`config.mk`:
```
export PLATFORM = sky130hd
export DESIGN_NAME = spi_bus_monitor
export DESIGN_NICKNAME = d
export VERILOG_FILES = /design/src/rtl/spi_mon_pkg.sv /design/src/rtl/spi_mon_sync.sv /design/src/rtl/spi_mon_edge.sv /design/src/rtl/spi_mon_capture.sv /design/src/rtl/spi_bus_monitor.sv
export SDC_FILE = /design/constraint.sdc
export NUM_CORES = 1
export LEC_CHECK = 0
export ABC_AREA = 1
export CAP_MARGIN = 40
export CORE_MARGIN = 2
export CORE_UTILIZATION = 42
export CTS_BUF_LIST = sky130_fd_sc_hd__clkbuf_8 sky130_fd_sc_hd__clkbuf_16
export CTS_CLUSTER_DIAMETER = 200
export DETAILED_ROUTE_END_ITERATION = 6
export DONT_BUFFER_PORTS = 1
export HOLD_SLACK_MARGIN = 0.15
export SETUP_SLACK_MARGIN = 0.05
export SLEW_MARGIN = 20
export SYNTH_ARGS = -nofsm -noshare
export SYNTH_HDL_FRONTEND = slang
export SYNTH_SLANG_ARGS = --single-unit
```
`constraint.sdc`:
```
create_clock -name clk -period 2.2 [get_ports clk]
set_clock_uncertainty 0.15 [all_clocks]
set_input_delay 0.55 -clock clk [delete_from_list [all_inputs] [get_ports clk]]
set_output_delay 0.55 -clock clk [all_outputs]
set_load 0.03 [all_outputs]
```
`src/rtl/spi_mon_pkg.sv`:
```
package spi_mon_pkg;

    // Serial clock level that marks a sampling edge for a polarity/phase pair
    function automatic logic sample_level(input logic cpol, input logic cpha);
        return (cpol == cpha);
    endfunction

endpackage

```
`src/rtl/spi_mon_sync.sv`:
```
module spi_mon_sync #(
    parameter int              WIDTH   = 4,
    parameter logic [WIDTH-1:0] RST_VAL = '0
) (
    input  logic             clk,
    input  logic             rst_n,
    input  logic [WIDTH-1:0] din,
    output logic [WIDTH-1:0] dout
);

    typedef struct packed {
        logic [WIDTH-1:0] stage1;
        logic [WIDTH-1:0] stage2;
    } sync_t;

    sync_t st_d, st_q;

    always_comb begin
        st_d        = st_q;
        st_d.stage1 = din;
        st_d.stage2 = st_q.stage1;
    end

    always_ff @(posedge clk or negedge rst_n) begin
        if (!rst_n) begin
            st_q.stage1 <= RST_VAL;
            st_q.stage2 <= RST_VAL;
        end else begin
            st_q <= st_d;
        end
    end

    assign dout = st_q.stage2;

    // second stage follows first stage one cycle later
    sync_delay_chk: assert property (@(posedge clk) disable iff (!rst_n)
        1'b1 |=> dout == $past(st_q.stage1));

endmodule

```
`src/rtl/spi_mon_edge.sv`:
```
module spi_mon_edge
    import spi_mon_pkg::*;
(
    input  logic clk,
    input  logic rst_n,
    input  logic sclk_s,
    input  logic cfg_cpol,
    input  logic cfg_cpha,
    output logic sample_en
);

    typedef struct packed {
        logic prev;
    } edge_t;

    edge_t st_d, st_q;
    logic  changed;

    always_comb begin
        st_d      = st_q;
        st_d.prev = sclk_s;
        changed   = (sclk_s != st_q.prev);
        sample_en = changed && (sclk_s == sample_level(cfg_cpol, cfg_cpha));
    end

    always_ff @(posedge clk or negedge rst_n) begin
        if (!rst_n) st_q.prev <= 1'b1;
        else        st_q      <= st_d;
    end

    // two sampling edges can never be adjacent
    edge_spacing_chk: assert property (@(posedge clk) disable iff (!rst_n)
        sample_en |=> !sample_en);

endmodule

```
`src/rtl/spi_mon_capture.sv`:
```
module spi_mon_capture #(
    parameter int MAX_BITS = 32,
    parameter int LEN_W    = $clog2(MAX_BITS + 1),
    parameter int CNT_W    = 16
) (
    input  logic                clk,
    input  logic                rst_n,
    input  logic                sample_en,
    input  logic                mosi_s,
    input  logic                miso_s,
    input  logic                cs_active,
    input  logic                lsb_first,
    input  logic [LEN_W-1:0]    len_eff,
    output logic                out_valid,
    output logic [MAX_BITS-1:0] out_mosi,
    output logic [MAX_BITS-1:0] out_miso,
    output logic                out_warn,
    output logic [CNT_W-1:0]    out_count
);

    localparam logic [LEN_W-1:0] ONE = LEN_W'(1);

    typedef struct packed {
        logic [LEN_W-1:0]    cnt;
        logic [MAX_BITS-1:0] acc_mosi;
        logic [MAX_BITS-1:0] acc_miso;
        logic                warn_acc;
        logic                valid;
        logic [MAX_BITS-1:0] rep_mosi;
        logic [MAX_BITS-1:0] rep_miso;
        logic                rep_warn;
        logic [CNT_W-1:0]    rep_count;
    } cap_t;

    cap_t                st_d, st_q;
    logic [LEN_W-1:0]    pos;
    logic [LEN_W-1:0]    cnt_next;
    logic [MAX_BITS-1:0] bit_sel;
    logic [MAX_BITS-1:0] mosi_n, miso_n;
    logic                warn_n;

    always_comb begin
        st_d       = st_q;
        st_d.valid = 1'b0;
        pos        = lsb_first ? st_q.cnt : (len_eff - ONE - st_q.cnt);
        bit_sel    = MAX_BITS'(1) << pos;
        cnt_next   = st_q.cnt + ONE;
        mosi_n     = st_q.acc_mosi | (mosi_s ? bit_sel : '0);
        miso_n     = st_q.acc_miso | (miso_s ? bit_sel : '0);
        warn_n     = st_q.warn_acc | ((st_q.cnt == '0) && !cs_active);
        if (sample_en) begin
            if (cnt_next == len_eff) begin
                st_d.valid     = 1'b1;
                st_d.rep_mosi  = mosi_n;
                st_d.rep_miso  = miso_n;
                st_d.rep_warn  = warn_n;
                st_d.rep_count = st_q.rep_count + CNT_W'(1);
                st_d.cnt       = '0;
                st_d.acc_mosi  = '0;
                st_d.acc_miso  = '0;
                st_d.warn_acc  = 1'b0;
            end else begin
                st_d.cnt       = cnt_next;
                st_d.acc_mosi  = mosi_n;
                st_d.acc_miso  = miso_n;
                st_d.warn_acc  = warn_n;
            end
        end
    end

    always_ff @(posedge clk or negedge rst_n) begin
        if (!rst_n) st_q <= '0;
        else        st_q <= st_d;
    end

    assign out_valid = st_q.valid;
    assign out_mosi  = st_q.rep_mosi;
    assign out_miso  = st_q.rep_miso;
    assign out_warn  = st_q.rep_warn;
    assign out_count = st_q.rep_count;


    bit_count_range_chk: assert property (@(posedge clk) disable iff (!rst_n)
        st_q.cnt < len_eff);


    strobe_width_chk: assert property (@(posedge clk) disable iff (!rst_n)
        out_valid |=> !out_valid);


    word_hold_chk: assert property (@(posedge clk) disable iff (!rst_n)
        !out_valid |-> ($stable(out_mosi) && $stable(out_miso) && $stable(out_warn) && $stable(out_count)));


    count_step_chk: assert property (@(posedge clk) disable iff (!rst_n)
        out_valid |-> out_count == $past(out_count) + CNT_W'(1));

endmodule

```
`src/rtl/spi_bus_monitor.sv`:
```
module spi_bus_monitor #(
    parameter int MAX_BITS = 32,
    parameter int LEN_W    = $clog2(MAX_BITS + 1),
    parameter int CNT_W    = 16
) (
    input  logic                clk,
    input  logic                rst_n,
    input  logic                cfg_cpol,
    input  logic                cfg_cpha,
    input  logic                cfg_cs_high,
    input  logic                cfg_lsb_first,
    input  logic [LEN_W-1:0]    cfg_word_len,
    input  logic                bus_sclk,
    input  logic                bus_cs,
    input  logic                bus_mosi,
    input  logic                bus_miso,
    output logic                word_valid,
    output logic [MAX_BITS-1:0] word_mosi,
    output logic [MAX_BITS-1:0] word_miso,
    output logic                word_warn,
    output logic [CNT_W-1:0]    word_count
);

    localparam int               NLINES  = 4;
    localparam logic [LEN_W-1:0] MAX_LEN = LEN_W'(MAX_BITS);
    // line order: [3] serial clock, [2] chip select, [1] mosi, [0] miso
    localparam logic [NLINES-1:0] LINE_RST = 4'b1000;

    logic [NLINES-1:0]   lines_raw, lines_s;
    logic                sample_en;
    logic                cs_active;
    logic [LEN_W-1:0]    len_eff;
    logic [MAX_BITS-1:0] len_mask;

    assign lines_raw = {bus_sclk, bus_cs, bus_mosi, bus_miso};

    spi_mon_sync #(.WIDTH(NLINES), .RST_VAL(LINE_RST)) u_sync (
        .clk  (clk),
        .rst_n(rst_n),
        .din  (lines_raw),
        .dout (lines_s)
    );

    spi_mon_edge u_edge (
        .clk      (clk),
        .rst_n    (rst_n),
        .sclk_s   (lines_s[3]),
        .cfg_cpol (cfg_cpol),
        .cfg_cpha (cfg_cpha),
        .sample_en(sample_en)
    );

    always_comb begin
        len_eff   = ((cfg_word_len == '0) || (cfg_word_len > MAX_LEN)) ? MAX_LEN : cfg_word_len;
        cs_active = (lines_s[2] == cfg_cs_high);
    end

    spi_mon_capture #(.MAX_BITS(MAX_BITS), .LEN_W(LEN_W), .CNT_W(CNT_W)) u_cap (
        .clk      (clk),
        .rst_n    (rst_n),
        .sample_en(sample_en),
        .mosi_s   (lines_s[1]),
        .miso_s   (lines_s[0]),
        .cs_active(cs_active),
        .lsb_first(cfg_lsb_first),
        .len_eff  (len_eff),
        .out_valid(word_valid),
        .out_mosi (word_mosi),
        .out_miso (word_miso),
        .out_warn (word_warn),
        .out_count(word_count)
    );

    always_comb begin
        for (int i = 0; i < MAX_BITS; i++) begin
            len_mask[i] = (LEN_W'(i) < len_eff);
        end
    end


    upper_zero_chk: assert property (@(posedge clk) disable iff (!rst_n)
        word_valid |-> (((word_mosi | word_miso) & ~len_mask) == '0));


    reset_clear_chk: assert property (@(posedge clk)
        !rst_n |-> (!word_valid && word_count == '0 && !word_warn));

endmodule

```
==> impl_table.tex, run 1 <==
\begin{tabular}{lr}
\hline
Metric & Value \\
\hline
\multicolumn{2}{l}{\textbf{Finish}} \\
Ratio of cells with drive above 1 in the final layout & approximately 22\% \\
\# nets final & between 1000 and 1500 \\
Signed area change from the synthesized netlist to the final layout & 23.3\% \\
Post-route standard cell area excluding fillers & around 11000 um\^{}2 \\
Antenna Diode Count & 0 \\
Filler-free cell count of the finished design & around 1400 \\
Most frequent standard cell in the layout excluding fill and tap cells & sky130\_fd\_sc\_hd\_\_nand2\_1 \\
Most frequent cells in the layout & sky130\_fd\_sc\_hd\_\_nand2\_1, sky130\_fd\_sc\_hd\_\_dfrtp\_1, sky130\_fd\_sc\_hd\_\_inv\_1 \\
\multicolumn{2}{l}{\textbf{Outcome}} \\
Outcome & complete, but fails checks \\
Violations in the final reports & negative hold slack, negative setup slack \\
\multicolumn{2}{l}{\textbf{Worst setup path}} \\
Worst path arrival time & 3.07 ns \\
Depth of the most critical reg-to-reg path & 17 \\
Setup Crit Path Kind & primary input to register \\
Reg2Reg Setup Slack & -0.46 ns \\
Critical-path maximum fanout & 3 \\
Required arrival time at the worst endpoint & about 2.4 ns \\
Crit path launch type & primary input \\
Sort of element at the end of the critical path & register \\
Reg-to-Reg End & u\_cap.out\_miso[5]\$\_DFFE\_PN0P\_ \\
Crit Reg-Reg Startpoint & u\_cap.st\_q[147]\$\_DFFE\_PN0P\_ \\
\multicolumn{2}{l}{\textbf{CTS}} \\
Clock tree from TritonCTS & built \\
Clk sinks & around 160 \\
Later-pin clock latency in the skew report & roughly 0.43 ns \\
Buffer depth of the longest clock path & 2 \\
Clock slew seen by the registers of the worst setup and hold paths & 0.06 ns \\
Clock root buffer & sky130\_fd\_sc\_hd\_\_clkbuf\_16 \\
\# H-tree levels & 4 \\
Post-CTS Hold Fix Bufs & 4 \\
TritonCTS buffer count & 17 \\
\multicolumn{2}{l}{\textbf{Routing}} \\
Via-per-instance ratio & about 5.2 \\
Drt pass-1 iters & 5 \\
ANT nets after route & 0 \\
Via count & 7529 \\
Total detailed-routing wirelength & between 20000 and 30000 um \\
Starting DRC count in detailed routing & 504 \\
DR DRC count & 0 \\
Post-DR wirelength/cell & around 18 um \\
\multicolumn{2}{l}{\textbf{Floorplanning}} \\
Height of the die & about 150 um \\
Placeable core region & $\sim$20000 um\^{}2 \\
Horizontal extent of the die & between 100 and 150 um \\
Initial standard-cell utilization of the core & a little over two fifths \\
Number of core rows & 52 \\
Area enclosed by the die boundary & $\sim$22000 um\^{}2 \\
I/O pin cnt & between 90 and 100 \\
\multicolumn{2}{l}{\textbf{Pwr}} \\
Overall power consumption & 0.0107 W \\
PwrDens & 984 nW/um\^{}2 \\
Static leakage & roughly 5.7 nW \\
VDD IR max & 0.000526 V \\
\multicolumn{2}{l}{\textbf{Yosys}} \\
Synthesized netlist cell count & 1172 \\
Post-Syn Nets & 1196 \\
Cell types occupying the most area after synthesis & sky130\_fd\_sc\_hd\_\_dfrtp\_1, sky130\_fd\_sc\_hd\_\_nand2\_1, sky130\_fd\_sc\_hd\_\_buf\_4, sky130\_fd\_sc\_hd\_\_nand4\_1, sky130\_fd\_sc\_hd\_\_inv\_1 \\
Number of warnings printed during yosys synthesis & 0 \\
Post-Syn Area & about 9000 um\^{}2 \\
Number of flip-flops and latches in the synthesized netlist & approximately 160 \\
Part of the Yosys area used for sequential elements & between 40\% and 50\% \\
Number of distinct library cell variants in the gate-level netlist after synthesis & 31 \\
Share of the synthesized area in the top cell type & a little under half \\
Average cell area after synthesis & approximately 7.5 um\^{}2 \\
Cell accounting for the most synthesized area & sky130\_fd\_sc\_hd\_\_dfrtp\_1 \\
\multicolumn{2}{l}{\textbf{Placed design}} \\
I/O Buffers & 0 \\
Half-perimeter wire length of the detailed placement result & 13600 um \\
Routability-driven placement congestion ratio & just under 0.9 \\
DP Area & approximately 8700 um\^{}2 \\
Total instance count after detailed placement & between 1000 and 1500 \\
Pre-CTS WS & -1.03 ns \\
\multicolumn{2}{l}{\textbf{Timing}} \\
Unrepaired setup endpoints after global routing & yes \\
Setup slack after layout & -0.659 ns \\
Achievable frequency & about 0.35 GHz \\
Final Hold Fails & approximately 160 \\
Worst Max-Slew Pin Slew & approximately 0.56 ns \\
Setup-violating endpoint count in the final report & 148 \\
Final-report max-slew violation count & 0 \\
Relative slew slack & 62.8\% \\
Final period util & 130\% \\
Worst-case hold slack & -0.335 ns \\
Min Tclk post-route & $\sim$2.9 ns \\
\multicolumn{2}{l}{\textbf{GRT}} \\
Global-route wire length before repair & 36700 um \\
Maximum number of pins on one net before global-route repair & 163 \\
Aggregate global-route resource usage & 21.0\% \\
GRT Residual Overflow & 0 \\
Vias in the first global route & 6928 \\
Initial antenna violation count & 0 \\
\multicolumn{2}{l}{\textbf{Min path}} \\
Hold WC Path Type & primary input to asynchronous set/reset pin \\
\multicolumn{2}{l}{\textbf{Job}} \\
Number of maximum-capacitance constraint violations & 0 \\
\hline
\end{tabular}
Yosys cell counts, drive strengths merged:
master	count
nand3b	1
dfrtp	159
dfstp	3
nor2	61
ha	7
nand3	41
a21boi	1
a21oi	66
fa	1
nand2	474
xnor2	4
inv	102
xor2	18
or3	1
nand4	70
nor3	5
o2111ai	1
buf	112
clkbuf	21
o21a	1
o21ai	22
or2	1
registers in the layout (all words and copies together), names as in the netlist:
signal,count
u_cap.st_q,71
u_cap.out_miso,32
u_cap.out_mosi,32
u_cap.out_count,16
u_sync.dout,4
u_sync.st_d,4
u_cap.out_valid,1
u_cap.out_warn,1
u_edge.st_q,1
how the worst max path moves through the flow:
stage	startpoint	to	slack [ns]	cells after the start
finish	cfg_word_len[1]	u_cap.out_mosi[14]$_DFFE_PN0P_	-0.66	17
global route	cfg_word_len[1]	u_cap.out_miso[15]$_DFFE_PN0P_	-0.82	17
CTS	cfg_word_len[1]	u_cap.out_miso[5]$_DFFE_PN0P_	-0.46	20
detailed placement	cfg_word_len[1]	u_cap.out_mosi[24]$_DFFE_PN0P_	-1.03	19
global placement	cfg_word_len[1]	u_cap.out_miso[19]$_DFFE_PN0P_	-1.01	18
floorplan	cfg_word_len[4]	u_cap.out_miso[16]$_DFFE_PN0P_	-0.56	20
layer usage:
layer	track usage, %	vias to the layer above	part of all wire (%)
met5	0	-	0
met4	6.48	0	2.2
met3	5.63	46	7.2
met2	33.1	270	47
met1	28.3	3607	43
li1	-	3606	-
cell type report:
class	count	area (um^2)
fill	1845	9570
clock inverter	12	140
inverter	102	399
multi-input combinational	778	4240
sequential	162	4060
tap	270	338
clock buffer	20	467
timing repair buffer	95	1210
worst max-delay path, stage by stage:
cell and delay, ns:
sky130_fd_sc_hd__nor2_4 0.09, sky130_fd_sc_hd__nand3b_1 0.14, sky130_fd_sc_hd__nand2_1 0.13, sky130_fd_sc_hd__inv_2 0.04, sky130_fd_sc_hd__o21a_1 0.17, sky130_fd_sc_hd__ha_2 0.19, sky130_fd_sc_hd__inv_2 0.07, sky130_fd_sc_hd__fa_2 0.45
sky130_fd_sc_hd__o21ai_4 0.18, sky130_fd_sc_hd__nand2_2 0.14, sky130_fd_sc_hd__nor2_4 0.14, sky130_fd_sc_hd__nand3_1 0.17, sky130_fd_sc_hd__nor2_2 0.20, sky130_fd_sc_hd__nand4_1 0.18, sky130_fd_sc_hd__nand2_1 0.12, sky130_fd_sc_hd__nand2_1 0.06
sky130_fd_sc_hd__nand2_1 0.06
cells by family (layout without fill, tap and decap cells):
family | after synthesis | count (layout) | share of synthesized area (%)
buffers and inverters | 235 | 229 | 14.5
adders and majority gates | 8 | 8 | 1.22
xor gates and xnor gates | 22 | 22 | 2.19
and+or+nand+nor | 654 | 657 | 30.8
DFF | 162 | 162 | 46.1
AOI/OAI and AO/OA | 91 | 91 | 5.27
power by group:
| part | total, W | internal, W | switching (W) |
|---|---|---|---|
| Combinational | 0.00354 | 0.00130 | 0.00224 |
| Clock | 0.00310 | 0.00186 | 0.00123 |
| Sequential | 0.00404 | 0.00332 | 0.000724 |
per-stage QoR:
stage	hold WS (ns)	setup TNS, ns	util (%)
2_1_floorplan	0.104	-70.26	-
3_3_place_gp	0.111	-124.74	42.7
3_5_place_dp	0.111	-127.87	42.7
4_1_cts	-0.352	-51.74	48.8
5_1_grt	-0.354	-90.89	53.1
6_report	-0.335	-67.78	53.1
repair_timing:
item / CTS / global route
gates resized for setup: 83 / 130
pin swaps: 29 / 47
gates cloned: 9 / 9
endpoints found under the hold margin: 166 / 162
endpoints found under the setup margin: 148 / 153
setup buffers: 14 / 22
(Power assumes the default switching activity.)
==> run 2: changes to the inputs <==
--- a/config.mk
+++ b/config.mk
@@ -10,12 +10,13 @@
 export CORE_MARGIN = 2
 export CORE_UTILIZATION = 42
 export CTS_BUF_LIST = sky130_fd_sc_hd__clkbuf_8 sky130_fd_sc_hd__clkbuf_16
-export CTS_CLUSTER_DIAMETER = 200
+export CTS_CLUSTER_DIAMETER = 50
 export DETAILED_ROUTE_END_ITERATION = 6
 export DONT_BUFFER_PORTS = 1
-export HOLD_SLACK_MARGIN = 0.15
+export HOLD_SLACK_MARGIN = 0.05
 export SETUP_SLACK_MARGIN = 0.05
 export SLEW_MARGIN = 20
 export SYNTH_ARGS = -nofsm -noshare
 export SYNTH_HDL_FRONTEND = slang
+export SYNTH_HIERARCHICAL = 1
 export SYNTH_SLANG_ARGS = --single-unit
==> run 2 against run 1 <==
Effect of this change:
- critical path type unchanged
- final area decreased by 2.9%
- non-clock buffer count decreased by 19
- setup slack improved by 0.23 ns
- final cell count decreased by 0.49%
- flip-flop and latch count unchanged
- worst hold slack improved by 0.010 ns
- die area decreased by 0.31%
- combinational power increased by 2%
- fmax increased by 8.6%
- global-route usage decreased by 1.0 points
- the run still ends with negative hold slack, negative setup slack left
- power increased by 10%
- largest cell class is now registers
- highest routed layer unchanged
==> impl_table.tex, run 2 <==
\begin{tabular}{lr}
\hline
Metric & Value \\
\hline
\multicolumn{2}{l}{\textbf{Timing}} \\
Min Tclk post-route & $\sim$2.6 ns \\
Final period util & 120\% \\
Achievable frequency & 0.380 GHz \\
Relative slew slack & between 50 and 60\% \\
Setup tns final & -44.75 ns \\
Unrepaired setup endpoints after global routing & yes \\
Final Hold Fails & around 160 \\
Final-report max-slew violation count & 0 \\
Worst Max-Slew Pin Slew & roughly 0.67 ns \\
Worst-case hold slack & -0.325 ns \\
Setup-violating endpoint count in the final report & 137 \\
Setup slack after layout & -0.431 ns \\
\multicolumn{2}{l}{\textbf{Floorplanning}} \\
Area enclosed by the die boundary & around 22000 um\^{}2 \\
Horizontal extent of the die & 149 um \\
Placeable core region & 20400 um\^{}2 \\
Height of the die & 149 um \\
Initial standard-cell utilization of the core & 43.1\% \\
Number of core rows & 52 \\
I/O pin cnt & $\sim$100 \\
\multicolumn{2}{l}{\textbf{Yosys}} \\
Share of the synthesized area in the top cell type & between 40\% and 50\% \\
Cell accounting for the most synthesized area & sky130\_fd\_sc\_hd\_\_dfrtp\_1 \\
Average cell area after synthesis & about 7.4 um\^{}2 \\
Number of flip-flops and latches in the synthesized netlist & around 160 \\
Synthesized netlist cell count & 1182 \\
Most used standard cells in the synthesized netlist & sky130\_fd\_sc\_hd\_\_nand2\_1, sky130\_fd\_sc\_hd\_\_inv\_1, sky130\_fd\_sc\_hd\_\_dfrtp\_1, sky130\_fd\_sc\_hd\_\_nor2\_1, sky130\_fd\_sc\_hd\_\_nand3\_1 \\
Number of synthesized flops with an enable pin & 0 \\
Post-Syn Area & approximately 8800 um\^{}2 \\
Number of distinct library cell variants in the gate-level netlist after synthesis & 26 \\
Part of the Yosys area used for sequential elements & a little under half \\
Number of warnings printed during yosys synthesis & 6 \\
Most numerous cell in the Yosys netlist & sky130\_fd\_sc\_hd\_\_nand2\_1 \\
Fraction of synthesis flops using an asynchronous set or reset pin & 100\% \\
Cell types occupying the most area after synthesis & sky130\_fd\_sc\_hd\_\_dfrtp\_1, sky130\_fd\_sc\_hd\_\_nand2\_1, sky130\_fd\_sc\_hd\_\_inv\_1, sky130\_fd\_sc\_hd\_\_buf\_4, sky130\_fd\_sc\_hd\_\_nand3\_1 \\
Top\_reg\_cell synth & sky130\_fd\_sc\_hd\_\_dfrtp\_1 \\
Post-Syn Nets & between 1000 and 1500 \\
\multicolumn{2}{l}{\textbf{Pwr}} \\
Sw Ratio & 42.5\% \\
Clock power frac & around 26\% \\
Static leakage & approximately 5 nW \\
Internal & roughly 0.0068 W \\
Combinational cell fraction of total power & between 30\% and 40\% \\
Share of total power in sequential cells & 43.8\% \\
Reported net switching power & $\sim$0.0050 W \\
VDD IR max & approximately 0.00063 V \\
PwrDens & around 1100 nW/um\^{}2 \\
\multicolumn{2}{l}{\textbf{Finish}} \\
Ratio of cells with drive above 1 in the final layout & a little under a quarter \\
Signed area change from the synthesized netlist to the final layout & 20.1\% \\
Fill cell count & about 1900 \\
Most frequent cells in the layout & sky130\_fd\_sc\_hd\_\_nand2\_1, sky130\_fd\_sc\_hd\_\_inv\_1, sky130\_fd\_sc\_hd\_\_dfrtp\_1 \\
\# nets final & between 1000 and 1500 \\
Post-route standard cell area excluding fillers & about 11000 um\^{}2 \\
Most flop-heavy register & u\_cap/st\_q \\
Number of flip-flops in the largest register & 71 \\
Layout Utilization & 51.8\% \\
Antenna Diode Count & 0 \\
Most frequent standard cell in the layout excluding fill and tap cells & sky130\_fd\_sc\_hd\_\_nand2\_1 \\
\multicolumn{2}{l}{\textbf{Routing}} \\
ANT nets after route & 0 \\
Total detailed-routing wirelength & 22200 um \\
Starting DRC count in detailed routing & 472 \\
Via count & around 7000 \\
Via-per-instance ratio & 4.89 \\
Drt pass-1 iters & 5 \\
Post-DR wirelength/cell & approximately 16 um \\
DR DRC count & 0 \\
\multicolumn{2}{l}{\textbf{Job}} \\
Number of maximum-capacitance constraint violations & 0 \\
\multicolumn{2}{l}{\textbf{CTS}} \\
Post-CTS Hold Fix Bufs & 4 \\
TritonCTS buffer count & 17 \\
Buffer depth of the longest clock path & 2 \\
Clock root buffer & sky130\_fd\_sc\_hd\_\_clkbuf\_16 \\
Clock slew seen by the registers of the worst setup and hold paths & roughly 0.070 ns \\
Clk sinks & between 150 and 200 \\
\# H-tree levels & 4 \\
Later-pin clock latency in the skew report & 0.42 ns \\
Clock tree from TritonCTS & built \\
\multicolumn{2}{l}{\textbf{Worst setup path}} \\
Reg2Reg Setup Slack & -0.34 ns \\
Required arrival time at the worst endpoint & $\sim$2.4 ns \\
Worst path arrival time & about 2.8 ns \\
Depth of the most critical reg-to-reg path & 14 \\
Crit Reg-Reg Startpoint & u\_cap/st\_q[147]\$\_DFFE\_PN0P\_ \\
Sort of element at the end of the critical path & register \\
Critical-path maximum fanout & 3 \\
Crit path launch type & primary input \\
Reg-to-Reg End & u\_cap/st\_q[139]\$\_DFFE\_PN0P\_ \\
Setup Crit Path Kind & primary input to register \\
\multicolumn{2}{l}{\textbf{GRT}} \\
Global-route wire length before repair & 34800 um \\
Aggregate global-route resource usage & between 10\% and 20\% \\
Initial antenna violation count & 0 \\
Maximum number of pins on one net before global-route repair & between 150 and 200 \\
GRT Residual Overflow & 0 \\
Vias in the first global route & approximately 6600 \\
\multicolumn{2}{l}{\textbf{Outcome}} \\
Outcome & complete, but fails checks \\
Violations in the final reports & negative hold slack, negative setup slack \\
\multicolumn{2}{l}{\textbf{Min path}} \\
Hold WC Path Type & primary input to asynchronous set/reset pin \\
\multicolumn{2}{l}{\textbf{Placed design}} \\
I/O Buffers & 0 \\
Routability-driven placement congestion ratio & roughly 0.9 \\
DP Area & about 8900 um\^{}2 \\
Half-perimeter wire length of the detailed placement result & 13800 um \\
\hline
\end{tabular}
run 2: per-layer routing:
metal	up-vias	share of wire [%]	global-route usage [%]
met1	3289	47	29.5
met5	-	0	0
met4	0	2.1	5.48
li1	3458	-	-
met2	216	44	29.0
met3	42	6.4	5.15
run 2: timing repair:
item / in CTS / in global routing
hold endpoints to repair: 166 / 162
setup buffers: 1 / 5
endpoints found under the setup margin: 152 / 152
gates cloned: 0 / 6
pin swaps: 46 / 49
gates resized for setup: 89 / 106
run 2: layout make-up:
cell class / count / area [um^2] / area share [%]
multi-input cells: 724 / 4050 / 38.4
flip-flops and latches: 162 / 4060 / 38.5
clock buffers: 18 / 439 / 4.17
inverters: 168 / 641 / 6.08
clock inverters: 14 / 153 / 1.45
repair buffers: 76 / 860 / 8.16
well taps: 270 / 338 / 3.21
run 2: how the worst max path moves through the flow:
stage | start | to | cells after the start
floorplan | cfg_word_len[1] | u_cap/st_q[100]$_DFFE_PN0P_ | 18
detailed placement | cfg_word_len[1] | u_cap/st_q[99]$_DFFE_PN0P_ | 18
global route | cfg_word_len[1] | u_cap/st_q[111]$_DFFE_PN0P_ | 18
finish | cfg_word_len[4] | u_cap/st_q[139]$_DFFE_PN0P_ | 18
CTS | cfg_word_len[1] | u_cap/st_q[144]$_DFFE_PN0P_ | 18
global placement | cfg_word_len[1] | u_cap/st_q[103]$_DFFE_PN0P_ | 18
run 2: logic make-up (layout without fill, tap and decap cells):
group	count (synthesis)	after routing	synth area share, %
adder cells (fa/ha/maj)	9	9	1.37
buffers and inverters	296	276	17.0
XOR/XNOR	23	23	2.29
AO/OA/AOI/OAI	85	85	4.85
AND/OR/NAND/NOR	607	607	28.3
flip-flops	162	162	46.2
run 2: through the flow:
stage / worst slack, ns / cells / hold slack [ns] / total power, W
floorplan: -0.550 / 1182 / 0.104 / 0.00768
global placement: -0.900 / 1385 / 0.113 / 0.00788
detailed placement: -0.924 / 1385 / 0.112 / 0.00790
CTS: -0.391 / 1422 / -0.347 / 0.0113
global route: -0.565 / 1432 / -0.351 / 0.0124
finish: -0.431 / 1432 / -0.325 / 0.0118
run 2: worst max-delay path, cell delays in order:
cell	delay [ns]
sky130_fd_sc_hd__nor2_2	0.11
sky130_fd_sc_hd__nand3_2	0.09
sky130_fd_sc_hd__nand2_2	0.08
sky130_fd_sc_hd__nand2_4	0.07
sky130_fd_sc_hd__nor2_4	0.10
sky130_fd_sc_hd__ha_4	0.14
sky130_fd_sc_hd__inv_2	0.03
sky130_fd_sc_hd__fa_2	0.55
sky130_fd_sc_hd__nand2_2	0.07
sky130_fd_sc_hd__o21ai_4	0.08
sky130_fd_sc_hd__nand2_2	0.12
sky130_fd_sc_hd__nor2_4	0.19
sky130_fd_sc_hd__nand3_4	0.12
sky130_fd_sc_hd__nor2_4	0.15
sky130_fd_sc_hd__nand3_1	0.12
sky130_fd_sc_hd__nand2_1	0.12
sky130_fd_sc_hd__inv_1	0.04
sky130_fd_sc_hd__nor2_1	0.08
run 2: power groups by stage:
stage	Clock, W	Sequential, W	Combinational, W
3_5_place_dp	0	0.00521	0.00269
4_1_cts	0.00309	0.00516	0.00303
2_1_floorplan	0	0.00401	0.00367
5_1_grt	0.00321	0.00526	0.00396
6_report	0.00301	0.00515	0.00360
3_3_place_gp	0	0.00521	0.00267
==> run 3: changes to the inputs <==
--- a/config.mk
+++ b/config.mk
@@ -5,7 +5,6 @@
 export SDC_FILE = /design/constraint.sdc
 export NUM_CORES = 1
 export LEC_CHECK = 0
-export ABC_AREA = 1
 export CAP_MARGIN = 40
 export CORE_MARGIN = 2
 export CORE_UTILIZATION = 42
==> constraint.sdc (replaced) <==
create_clock -name clk -period 2.2 [get_ports clk]
set_clock_uncertainty 0.15 [all_clocks]
set_input_delay 0.55 -clock clk [delete_from_list [all_inputs] [get_ports clk]]
set_output_delay 0.55 -clock clk [all_outputs]
set_load 0.005 [all_outputs]
==> run 3 against run 2 <==
Effect of this change:
- the flow still finishes with violations (negative hold slack, negative setup slack)
- setup slack worse by 0.033 ns
- first-iteration DRC count increased by 25%
- via count fell by 11%
- clock power about the same
- count of clock-buffer cells in the layout decreased by 1
- area after synthesis is 10% lower
- synthesized cell count is 33% lower
- wire length is 9.8% higher
- sequential power shrank 11%
- largest cell class is now multi-input gates
==> impl_table.tex, run 3 <==
\begin{tabular}{lr}
\hline
Metric & Value \\
\hline
\multicolumn{2}{l}{\textbf{Outcome}} \\
Outcome & complete, but fails checks \\
Violations in the final reports & negative hold slack, negative setup slack \\
\multicolumn{2}{l}{\textbf{Yosys}} \\
Share of the synthesized area in the top cell type & about half \\
Number of synthesized flops with an enable pin & 0 \\
Most used standard cells in the synthesized netlist & sky130\_fd\_sc\_hd\_\_a21oi\_1, sky130\_fd\_sc\_hd\_\_dfrtp\_1, sky130\_fd\_sc\_hd\_\_nor2\_1, sky130\_fd\_sc\_hd\_\_buf\_4, sky130\_fd\_sc\_hd\_\_buf\_2 \\
Number of warnings printed during yosys synthesis & 6 \\
Number of distinct library cell variants in the gate-level netlist after synthesis & 53 \\
Cell accounting for the most synthesized area & sky130\_fd\_sc\_hd\_\_dfrtp\_1 \\
Post-Syn Area & between 7000 and 8000 um\^{}2 \\
Post-Syn Nets & a little over 800 \\
Cell types occupying the most area after synthesis & sky130\_fd\_sc\_hd\_\_dfrtp\_1, sky130\_fd\_sc\_hd\_\_a21oi\_1, sky130\_fd\_sc\_hd\_\_buf\_4, sky130\_fd\_sc\_hd\_\_nor2\_1, sky130\_fd\_sc\_hd\_\_xnor2\_1 \\
Top\_reg\_cell synth & sky130\_fd\_sc\_hd\_\_dfrtp\_1 \\
Part of the Yosys area used for sequential elements & between 50 and 60\% \\
Number of flip-flops and latches in the synthesized netlist & 162 \\
Fraction of synthesis flops using an asynchronous set or reset pin & 100\% \\
Synthesized netlist cell count & about 800 \\
Average cell area after synthesis & approximately 9.9 um\^{}2 \\
Most numerous cell in the Yosys netlist & sky130\_fd\_sc\_hd\_\_a21oi\_1 \\
\multicolumn{2}{l}{\textbf{GRT}} \\
Maximum number of pins on one net before global-route repair & approximately 160 \\
GRT Residual Overflow & 0 \\
Initial antenna violation count & 0 \\
Vias in the first global route & around 6000 \\
Global-route wire length before repair & 33700 um \\
Aggregate global-route resource usage & between 20\% and 30\% \\
\multicolumn{2}{l}{\textbf{Floorplanning}} \\
Height of the die & between 100 and 150 um \\
I/O pin cnt & between 90 and 100 \\
Placeable core region & $\sim$19000 um\^{}2 \\
Area enclosed by the die boundary & between 15000 and 20000 um\^{}2 \\
Number of core rows & 50 \\
Initial standard-cell utilization of the core & 42.5\% \\
Horizontal extent of the die & 141 um \\
\multicolumn{2}{l}{\textbf{Finish}} \\
Number of flip-flops in the largest register & 71 \\
Most flop-heavy register & u\_cap/st\_q \\
Most frequent standard cell in the layout excluding fill and tap cells & sky130\_fd\_sc\_hd\_\_dfrtp\_1 \\
Fill cell count & around 1400 \\
Ratio of cells with drive above 1 in the final layout & around 48\% \\
Post-route standard cell area excluding fillers & between 10000 and 15000 um\^{}2 \\
Antenna Diode Count & 0 \\
\# nets final & around 860 \\
Signed area change from the synthesized netlist to the final layout & 41.3\% \\
Most frequent cells in the layout & sky130\_fd\_sc\_hd\_\_dfrtp\_1, sky130\_fd\_sc\_hd\_\_nor2\_1, sky130\_fd\_sc\_hd\_\_a21oi\_2 \\
\multicolumn{2}{l}{\textbf{Timing}} \\
Setup-violating endpoint count in the final report & approximately 150 \\
Worst Max-Slew Pin Slew & around 0.50 ns \\
Final Hold Fails & $\sim$160 \\
Worst-case hold slack & -0.340 ns \\
Achievable frequency & between 0.3 and 0.4 GHz \\
Final-report max-slew violation count & 0 \\
Relative slew slack & roughly two thirds \\
Unrepaired setup endpoints after global routing & yes \\
Setup slack after layout & -0.464 ns \\
Final period util & 121\% \\
Min Tclk post-route & 2.66 ns \\
\multicolumn{2}{l}{\textbf{Placed design}} \\
DP Area & 8390 um\^{}2 \\
Half-perimeter wire length of the detailed placement result & $\sim$13000 um \\
I/O Buffers & 0 \\
Routability-driven placement congestion ratio & between 0.8 and 0.9 \\
Pre-CTS WS & -0.925 ns \\
\multicolumn{2}{l}{\textbf{Routing}} \\
Via-per-instance ratio & 5.78 \\
Drt pass-1 iters & 5 \\
Starting DRC count in detailed routing & between 500 and 600 \\
ANT nets after route & 0 \\
Via count & 6267 \\
DR DRC count & 0 \\
Post-DR wirelength/cell & between 20 and 25 um \\
Total detailed-routing wirelength & around 24000 um \\
\multicolumn{2}{l}{\textbf{Pwr}} \\
VDD IR max & between 0.0007 and 0.0008 V \\
Sw Ratio & 39.3\% \\
Reported net switching power & a little over 0.005 W \\
PwrDens & 1160 nW/um\^{}2 \\
Share of total power in sequential cells & between 30\% and 40\% \\
Combinational cell fraction of total power & a little over two fifths \\
Clock power frac & approximately 23\% \\
Internal & about 0.0079 W \\
Static leakage & around 5 nW \\
\multicolumn{2}{l}{\textbf{Job}} \\
Number of maximum-capacitance constraint violations & 0 \\
\multicolumn{2}{l}{\textbf{Worst setup path}} \\
Depth of the most critical reg-to-reg path & 11 \\
Gate family responsible for the most delay along the worst path & simple AND/OR/NAND/NOR gates \\
Chain of cells forming the critical path & inv\_2, ha\_4, a211o\_1, nand4b\_1, o2111ai\_4, buf\_12, buf\_6, buf\_6, nor3\_4, a21oi\_2, nor2\_1 \\
Worst path most repeated cell & sky130\_fd\_sc\_hd\_\_buf\_6 \\
Buf+Inv Stages, Crit Path & 4 \\
Reg2Reg Setup Slack & -0.46 ns \\
Critical Path Max Stage Delay & approximately 0.4 ns \\
Crit path launch type & register \\
Required arrival time at the worst endpoint & between 2 and 2.5 ns \\
Reg-to-Reg End & u\_cap/st\_q[110]\$\_DFFE\_PN0P\_ \\
Critical-path maximum fanout & 7 \\
Crit Reg-Reg Startpoint & u\_cap/st\_q[148]\$\_DFFE\_PN0P\_ \\
Setup Crit Path Kind & register to register \\
Slowest cell on crit path & sky130\_fd\_sc\_hd\_\_dfrtp\_1 \\
Worst path arrival time & 2.88 ns \\
Sort of element at the end of the critical path & register \\
\multicolumn{2}{l}{\textbf{CTS}} \\
Clock root buffer & sky130\_fd\_sc\_hd\_\_clkbuf\_16 \\
Later-pin clock latency in the skew report & around 0.44 ns \\
Post-CTS Hold Fix Bufs & 4 \\
TritonCTS buffer count & 17 \\
Clk sinks & roughly 160 \\
Clock slew seen by the registers of the worst setup and hold paths & $\sim$0.070 ns \\
\# H-tree levels & 4 \\
Buffer depth of the longest clock path & 2 \\
Clock tree from TritonCTS & built \\
\multicolumn{2}{l}{\textbf{Min path}} \\
Hold WC Path Type & primary input to asynchronous set/reset pin \\
\hline
\end{tabular}
-- run 3: cell count changes in the layout (fill, tap and decap cells not counted), sizes merged, moves of 9 or more --
cell	before	now
nor2b	0	9
a21oi	4	196
inv	170	18
buf	68	135
xnor2	8	24
nand2	348	5
o21ai	81	5
nand3	118	12
xor2	15	5
nor3	5	37
-- run 3: what timing repair did --
item	in CTS	in global routing
endpoints found under the setup margin	153	153
gates cloned	6	10
buffers inserted	20	27
pin swaps	74	99
gates resized for setup	147	158
endpoints found under the hold margin	166	162
-- run 3: cell type report --
class                   instances  area (um^2)  area share (%)
clock buffers                  17          425            3.81
clock inverters                15          168            1.50
inverters                      10         37.5           0.336
multi-input cells             498         4310            38.6
flip-flops and latches        162         4060            36.3
well taps                     234          293            2.62
repair buffers                149         1880            16.8
-- run 3: metal layers --
metal | global-route usage, % | vias up | routed length (um)
met3 | 5.94 | 54 | 1450
li1 | - | 2759 | -
met5 | 0 | - | 0
met2 | 37.0 | 223 | 12700
met1 | 27.4 | 3231 | 9680
met4 | 7.74 | 0 | 626
-- run 3: worst max-delay path by stage --
stage,startpoint,end,slack [ns],depth (start not counted)
after global routing,u_cap/st_q[148]$_DFFE_PN0P_,u_cap/st_q[117]$_DFFE_PN0P_,-0.53,10
after floorplan,cfg_word_len[0],u_cap/out_mosi[6]$_DFFE_PN0P_,-0.66,9
after CTS,u_cap/st_q[147]$_DFFE_PN0P_,u_cap/out_mosi[29]$_DFFE_PN0P_,-0.41,12
after detailed placement,cfg_word_len[0],u_cap/out_miso[2]$_DFFE_PN0P_,-0.92,11
after global placement,cfg_word_len[0],u_cap/out_mosi[19]$_DFFE_PN0P_,-0.96,11
final,u_cap/st_q[148]$_DFFE_PN0P_,u_cap/st_q[110]$_DFFE_PN0P_,-0.46,11
-- run 3: cell families (layout without fill, tap and decap cells) --
family	after synthesis	in the layout	share of synthesized area (%)
AND/OR/NAND/NOR	233	233	15.4
AO/OA/AOI/OAI	224	224	16.7
flip-flops	162	162	51.3
buffers and inverters	137	191	11.3
XOR/XNOR	29	29	3.31
adder cells (fa/ha/maj)	9	9	1.52
multiplexers	3	3	0.396
-- run 3: power groups by stage --
stage	Combinational (W)	Sequential (W)	Clock, W
final	0.00543	0.00459	0.00298
after global routing	0.00572	0.00466	0.00315
after CTS	0.00419	0.00445	0.00304
after detailed placement	0.00321	0.00441	0
after global placement	0.00313	0.00439	0
after floorplan	0.00260	0.00416	0
-- run 3: metrics by stage --
step | std cells | power [W] | setup TNS [ns] | utilization, %
5_1_grt | 1085 | 0.0135 | -64.24 | 60.1
3_3_place_gp | 996 | 0.00752 | -121.04 | 45.1
6_report | 1085 | 0.0130 | -51.11 | 60.1
2_1_floorplan | 797 | 0.00675 | -83.83 | -
3_5_place_dp | 996 | 0.00762 | -118.11 | 45.1
4_1_cts | 1054 | 0.0117 | -44.14 | 54.0
